### config.mk
export PLATFORM = sky130hd
export DESIGN_NAME = carry_select_adder
export DESIGN_NICKNAME = d
export VERILOG_FILES = /design/src/rtl/csa_pkg.sv /design/src/rtl/csa_full_adder.sv /design/src/rtl/csa_ripple.sv /design/src/rtl/csa_section.sv /design/src/rtl/carry_select_adder.sv
export SDC_FILE = /design/constraint.sdc
export NUM_CORES = 1
export LEC_CHECK = 0
export ABC_AREA = 0
export BUFFER_PORTS_ARGS = -buffer_cell sky130_fd_sc_hd__buf_4
export CAP_MARGIN = 30
export CORE_MARGIN = 5
export CORE_UTILIZATION = 45
export DETAILED_ROUTE_END_ITERATION = 8
export PLACE_DENSITY = 0.82
export SETUP_SLACK_MARGIN = 0.2
export SLEW_MARGIN = 20
export SYNTH_ARGS = -nofsm -noshare
export SYNTH_HDL_FRONTEND = slang
export SYNTH_HIERARCHICAL = 1
export SYNTH_SLANG_ARGS = --single-unit
### constraint.sdc
create_clock -name vclk -period 5.05
set_input_delay 0.505 -clock vclk [all_inputs]
set_output_delay 0.505 -clock vclk [all_outputs]
set_load 0.01 [all_outputs]
### src/rtl/csa_pkg.sv
// Package: shared constants for the graded carry-select adder.
// Assumes the section list sums to CSA_WIDTH; index 0 is least significant.
package csa_pkg;
    localparam int unsigned CSA_WIDTH = 32;
    localparam int unsigned CSA_NSECT = 6;
    localparam int unsigned CSA_DEF_W [CSA_NSECT] = '{4, 4, 5, 6, 6, 7};
endpackage

### src/rtl/csa_full_adder.sv
// Module: one-bit full adder, sum and carry from two bits and a carry-in.
// Assumes nothing beyond known input values.
module csa_full_adder (
    input  logic x,
    input  logic y,
    input  logic ci,
    output logic s,
    output logic co
);
    logic half;

    // Form the half-sum, final sum and carry.
    always_comb begin
        half = x ^ y;
        s    = half ^ ci;
        co   = (x & y) | (ci & half);
    end
endmodule

### src/rtl/csa_ripple.sv
// Module: W-bit ripple-carry chain built from full adders.
// Assumes W >= 1; carry passes from bit i to bit i+1.
module csa_ripple #(
    parameter int unsigned W = 4
) (
    input  logic [W-1:0] x,
    input  logic [W-1:0] y,
    input  logic         ci,
    output logic [W-1:0] s,
    output logic         co
);
    logic [W:0] chain;

    assign chain[0] = ci;
    assign co       = chain[W];

    // One full adder per bit, carry linked in a chain.
    for (genvar i = 0; i < W; i++) begin : g_bit
        csa_full_adder u_fa (
            .x  (x[i]),
            .y  (y[i]),
            .ci (chain[i]),
            .s  (s[i]),
            .co (chain[i+1])
        );
    end
endmodule

### src/rtl/csa_section.sv
// Module: one adder section. With DUAL = 0 it ripples from the real carry.
// With DUAL = 1 it computes trial sums for carry 0 and 1 and selects with sel.
// Assumes sel is the genuine carry out of the section below.
module csa_section #(
    parameter int unsigned W    = 4,
    parameter bit          DUAL = 1'b1
) (
    input  logic [W-1:0] x,
    input  logic [W-1:0] y,
    input  logic         sel,
    output logic [W-1:0] s,
    output logic         co
);
    if (DUAL) begin : g_dual
        logic [W-1:0] s_lo, s_hi;
        logic         co_lo, co_hi;

        csa_ripple #(.W(W)) u_trial0 (
            .x (x), .y (y), .ci (1'b0), .s (s_lo), .co (co_lo)
        );
        csa_ripple #(.W(W)) u_trial1 (
            .x (x), .y (y), .ci (1'b1), .s (s_hi), .co (co_hi)
        );

        // Pick the trial whose assumed carry matches the arriving carry.
        always_comb begin
            if (sel) begin
                s  = s_hi;
                co = co_hi;
            end else begin
                s  = s_lo;
                co = co_lo;
            end
        end
    end else begin : g_single
        csa_ripple #(.W(W)) u_base (
            .x (x), .y (y), .ci (sel), .s (s), .co (co)
        );
    end
endmodule

### src/rtl/carry_select_adder.sv
// Module: graded-section carry-select adder (top).
// Splits the operands into NUM_SECT sections of widths SECT_W (index 0 lowest).
// Assumes the widths sum to WIDTH. Purely combinational.
module carry_select_adder #(
    parameter int unsigned WIDTH    = csa_pkg::CSA_WIDTH,
    parameter int unsigned NUM_SECT = csa_pkg::CSA_NSECT,
    parameter int unsigned SECT_W [NUM_SECT] = csa_pkg::CSA_DEF_W
) (
    input  logic [WIDTH-1:0] op_a,
    input  logic [WIDTH-1:0] op_b,
    input  logic             carry_in,
    output logic [WIDTH-1:0] sum,
    output logic             carry_out
);
    // Lowest bit position of section k.
    function automatic int unsigned base_of(input int unsigned k);
        int unsigned acc;
        acc = 0;
        for (int unsigned j = 0; j < k; j++) acc += SECT_W[j];
        return acc;
    endfunction

    logic [NUM_SECT:0] sec_carry;

    assign sec_carry[0] = carry_in;
    assign carry_out    = sec_carry[NUM_SECT];

    // One section per list entry; only the lowest is single-copy.
    for (genvar k = 0; k < NUM_SECT; k++) begin : g_sect
        localparam int unsigned LO = base_of(k);
        localparam int unsigned SW = SECT_W[k];

        csa_section #(.W(SW), .DUAL(k != 0)) u_sect (
            .x   (op_a[LO +: SW]),
            .y   (op_b[LO +: SW]),
            .sel (sec_carry[k]),
            .s   (sum[LO +: SW]),
            .co  (sec_carry[k+1])
        );
    end
endmodule

==> results of run 1 <==
where the power goes:
| group | switching [mW] | internal [mW] |
|---|---|---|
| logic | 0.184 | 0.272 |
| clock network | 0 | 0 |
| registers | 0 | 0 |
area by class of cell:
class / count / share of cell area (%)
Timing Repair Buffer: 103 / 30.3
Tap cell: 48 / 2.35
Multi-Input combinational cell: 103 / 67.4
path summary, 6_finish.rpt:
kind	from	endpoint	slack (ns)
worst max-delay path	op_b[0]	sum[26]	0.31
worst min-delay path	carry_in	sum[0]	1.36
metrics by stage:
stage | area [µm²] | worst slack, ns | total power [mW]
2_1_floorplan | 1760 | 0.356 | 0.256
3_3_place_gp | 2520 | 0.310 | 0.430
3_5_place_dp | 2520 | 0.246 | 0.453
4_1_cts | 2520 | 0.237 | 0.455
5_1_grt | 2550 | 0.207 | 0.499
6_report | 2550 | 0.308 | 0.455
synthesized netlist by cell type:
cell type | count | area, µm²
buf_6 | 4 | 45.0
conb_1 | 10 | 37.5
fa_1 | 60 | 1200
mux2_2 | 5 | 56.3
mux2_4 | 28 | 420
logic make-up after synthesis:
logic type	after synthesis	share of synthesized area, %
multiplexers	33	27.1
other	10	2.13
adder cells (fa/ha/maj)	60	68.2
buffers and inverters	4	2.56
routing by layer:
metal  global-route usage (%)  vias to the layer above  share of wire (%)
li1                         -                      528                  -
met1                     14.4                      643                 28
met2                     34.6                       45                 64
met3                     2.35                       10                6.0
met4                     3.07                        0                2.4
met5                        0                        -                  0
worst min-delay path, stage by stage:
cell   delay [ns]
buf_4        0.08
fa_1         0.15
buf_4        0.11
repair_timing:
item | CTS | global route
endpoints found under the hold margin | 0 | 0
buffers inserted | 0 | 4
setup endpoints to repair | 0 | 8
resized for setup | 0 | 1
==> qor.csv, run 1 <==
stage,metric,value,unit
run_status,run status,finished clean,
grt,pin count of the biggest net entering global routing,9,
finish,final standard cell count with taps included and fillers excluded,254,
routing,final routed DRC violation total,0,
worst_hold_path,worst hold stages,3,
worst_setup_path,library cell appearing most often on the critical path,mux2_4,
routing,ANT nets after route,0,
placement,final HPWL from detailed placement,4.01,mm
synthesis,register area share after synthesis,0,%
grt,initial antenna violation count,0,
power,peak ir drop on the vdd network,0.000109,V
placement,routability-driven placement congestion ratio,0.833,
sta,Total Negative Setup Slacks,0,ns
finish,final core area utilization,68.7,%
power,ratio of total power to cell area,178,nW/µm²
synthesis,gate count of the mapped netlist,107,
finish,"most common cell after layout, fill and taps aside",buf_4,
finish,layout cell share with drive strength beyond 1,66.0,%
synthesis,"Warnings, synthesis",6,
finish,"top library cells by usage in the layout, fill and taps aside","buf_4, fa_1, mux2_4",
clocking,Post-CTS Hold Buffers,0,
floorplanning,effective utilization at floorplan,47.4,%
sta,total setup violations reported at the end of the flow,0,
synthesis,distinct cell type count after synthesis,5,
sta,share of the cycle needed by the critical path after routing,93.9,%
sta,unrepaired setup endpoints after global routing,no,
sta,number of endpoints with negative hold slack in the final report,0,
floorplanning,die area,5260,µm²
worst_setup_path,crit path cell chain,"buf_4, fa_1, fa_1, fa_1, fa_1, mux2_4, mux2_4, mux2_4, mux2_4, mux2_4, buf_4",
floorplanning,Boundary Pins,98,
sta,hold slack final,1.36,ns
grt,number of global-route vias before repair,1565,
placement,Port Buffers,98,
floorplanning,Row Count,22,
finish,number of nets in the layout,333,
finish,total number of sequential cells,0,
routing,drt via density,4.83,
synthesis,post-synthesis cell area,1760,µm²
floorplanning,Die Width,72.5,µm
routing,iteration-0 DRC count of the detailed router,11,
floorplanning,core area,3720,µm²
worst_setup_path,kind of end point of the critical path,output port,
worst_setup_path,CP arrival,4.24,ns
worst_setup_path,type of the worst setup path,in2out,
routing,average wire length per cell after detail routing,15.9,µm
job,max-capacitance violation count,0,
grt,gr ovfl total,0,
finish,Storage cell area,0,µm²
routing,total number of vias,1226,
power,Leak Pwr,1.22,nW
finish,area growth from synthesis to layout,45.0,%
finish,clock buffer count,0,
grt,aggregate global-route resource usage,15.7,%
finish,area occupied by multi-input gates,1720,µm²
worst_hold_path,Hold Path Class,in2out,
sta,Max Clock Freq,211,MHz
sta,final critical-path required period,4.74,ns
floorplanning,chip height,72.5,µm
worst_setup_path,worst path required time,4.55,ns
grt,first-pass GRT wire length,6.52,mm
synthesis,"Avg Cell Area, Syn",16.5,µm²
placement,Cell Count Post-Placement,250,
worst_setup_path,worst stage delay on the critical path,0.42,ns
synthesis,nets in the synthesized netlist,232,
worst_setup_path,largest fanout of any net on the critical path,8,
worst_setup_path,CP max stage cell,fa_1,
worst_setup_path,worst path bufs/invs,2,
worst_setup_path,crit start category,input pin,
routing,final wirelength,4.04,mm
finish,final-layout fill cell count,276,
sta,final number of max-transition violations,0,
finish,Inserted Diodes,0,
worst_setup_path,depth of the critical timing path with buffers and inverters included,11,
worst_setup_path,Crit path max-delay family,multiplexers,
routing,number of detailed-routing iterations run before antenna repair,3,
No activity file was read; power rests on OpenSTA's default activity.
==> inputs of run 2 (changes only) <==
--- a/config.mk
+++ b/config.mk
@@ -8,6 +8,7 @@
 export ABC_AREA = 0
 export BUFFER_PORTS_ARGS = -buffer_cell sky130_fd_sc_hd__buf_4
 export CAP_MARGIN = 30
+export CORE_ASPECT_RATIO = 1.1
 export CORE_MARGIN = 5
 export CORE_UTILIZATION = 45
 export DETAILED_ROUTE_END_ITERATION = 8
==> run 2 against run 1 <==
Compared with the run above:
- hold slack worse by 0.0025 ns
- core utilization down 0.20 points
- setup slack worse by 0.0036 ns
- combinational power about the same
- final cell count unchanged
- first-iteration DRC count shrank 64%
- global-route usage fell by 0.13 points
- fmax is essentially flat
- clock-buffer cell count is the same
- largest power group unchanged
==> qor.csv, run 2 (synthesis gave the netlist of run 1 again) <==
stage,metric,value,unit
routing,routed length on met3,318,µm
finish,layout cell share with drive strength beyond 1,66.2,%
sta,final number of max-transition violations,0,
routing,final wirelength,3.99,mm
routing,final routed DRC violation total,0,
sta,total setup violations reported at the end of the flow,0,
power,peak ir drop on the vdd network,0.000122,V
floorplanning,die area,5260,µm²
grt,number of global-route vias before repair,1529,
grt,first-pass GRT wire length,6.53,mm
power,Switching Power,0.183,mW
placement,routability-driven placement congestion ratio,0.786,
grt,initial antenna violation count,0,
worst_setup_path,type of the worst setup path,in2out,
routing,metal2 WL,2.40,mm
grt,gr ovfl total,0,
floorplanning,Boundary Pins,98,
clocking,Post-CTS Hold Buffers,0,
routing,total number of vias,1225,
finish,total number of sequential cells,0,
worst_setup_path,CP max stage cell,fa_1,
worst_setup_path,largest fanout of any net on the critical path,8,
worst_setup_path,crit start category,input pin,
finish,area growth from synthesis to layout,44.4,%
placement,Port Buffers,98,
routing,topmost layer with routed signal wires,met4,
grt,aggregate global-route resource usage,15.6,%
run_status,run status,finished clean,
finish,Inserted Diodes,0,
worst_hold_path,Hold Path Class,in2out,
worst_setup_path,crit path cell chain,"buf_4, fa_1, fa_1, fa_1, fa_2, mux2_4, mux2_4, mux2_4, mux2_4, mux2_4, buf_4",
power,ratio of total power to cell area,178,nW/µm²
power,Flop pwr share,0,%
routing,average wire length per cell after detail routing,15.7,µm
worst_setup_path,CP arrival,4.24,ns
finish,"most common cell after layout, fill and taps aside",buf_4,
worst_hold_path,Hold Path Origin,op_a[2],
finish,Storage cell area,0,µm²
power,share of total power consumed by net switching,40.5,%
floorplanning,Die Width,69.6,µm
worst_hold_path,worst hold endpoint,sum[2],
power,Leak Pwr,1.21,nW
sta,Max Clock Freq,211,MHz
routing,Met1 Routed Length,1.14,mm
finish,area occupied by multi-input gates,1720,µm²
routing,ANT nets after route,0,
floorplanning,chip height,75.6,µm
routing,number of detailed-routing iterations run before antenna repair,2,
floorplanning,Row Count,23,
routing,iteration-0 DRC count of the detailed router,4,
sta,Total Negative Setup Slacks,0,ns
power,share of total power in combinational logic,100.0,%
placement,final HPWL from detailed placement,3.87,mm
finish,clock buffer count,0,
finish,final-layout fill cell count,258,
worst_setup_path,worst stage delay on the critical path,0.43,ns
finish,number of nets in the layout,331,
worst_setup_path,library cell appearing most often on the critical path,mux2_4,
sta,final critical-path required period,4.75,ns
sta,unrepaired setup endpoints after global routing,no,
power,clock share of power,0,%
power,cell internal pwr,0.269,mW
sta,number of endpoints with negative hold slack in the final report,0,
grt,pin count of the biggest net entering global routing,9,
sta,share of the cycle needed by the critical path after routing,94.0,%
worst_hold_path,worst hold stages,3,
sta,hold slack final,1.36,ns
worst_setup_path,kind of end point of the critical path,output port,
floorplanning,core area,3710,µm²
worst_setup_path,worst path required time,4.55,ns
job,max-capacitance violation count,0,
finish,"top library cells by usage in the layout, fill and taps aside","buf_4, fa_1, mux2_4",
floorplanning,effective utilization at floorplan,47.4,%
routing,drt via density,4.82,
## run 2: what timing repair did
item,in CTS,in global routing
setup buffers,0,3
setup endpoints to repair,8,8
cloned,0,0
gates resized for setup,2,0
## run 2: metrics by stage
stage,worst slack (ns),area [µm²],total power [mW],cells,utilization (%)
final,0.304,2540,0.453,254,68.5
after global routing,0.223,2540,0.498,254,68.5
after CTS,0.230,2520,0.456,251,67.9
after detailed placement,0.120,2510,0.453,251,67.7
after global placement,0.228,2510,0.428,251,67.7
after floorplan,0.356,1760,0.256,107,-
## run 2: metal layers
metal  vias up  global-route usage [%]
met3        10                    3.56
met4         0                    4.04
met5         -                       0
li1        525                       -
met2        62                    34.3
met1       628                    14.3
## run 2: cell type report
class                           instances  area share, %
Timing Repair Buffer                  101           29.8
Tap cell                               50           2.46
Multi-Input combinational cell        103           67.7
## run 2: how the worst max path moves through the flow
stage | cells past startpoint | start | end | slack [ns]
finish | 11 | op_b[0] | sum[28] | 0.30
global route | 11 | op_b[0] | sum[28] | 0.22
CTS | 11 | op_b[0] | sum[25] | 0.23
detailed placement | 11 | op_b[0] | sum[28] | 0.12
global placement | 11 | op_b[0] | sum[27] | 0.23
floorplan | 13 | op_b[0] | carry_out | 0.36
## run 2: power groups by stage
stage               sequential [mW]  clock (mW)  combinational (mW)
floorplan                         0           0               0.256
global placement                  0           0               0.428
detailed placement                0           0               0.453
CTS                               0           0               0.456
global route                      0           0               0.498
finish                            0           0               0.453
## run 2: worst max-delay path: cells and delay by family
kind                       cells  cell delay [ns]
adders and majority gates      4             1.62
buffers and inverters          2             0.26
muxes                          5             1.85
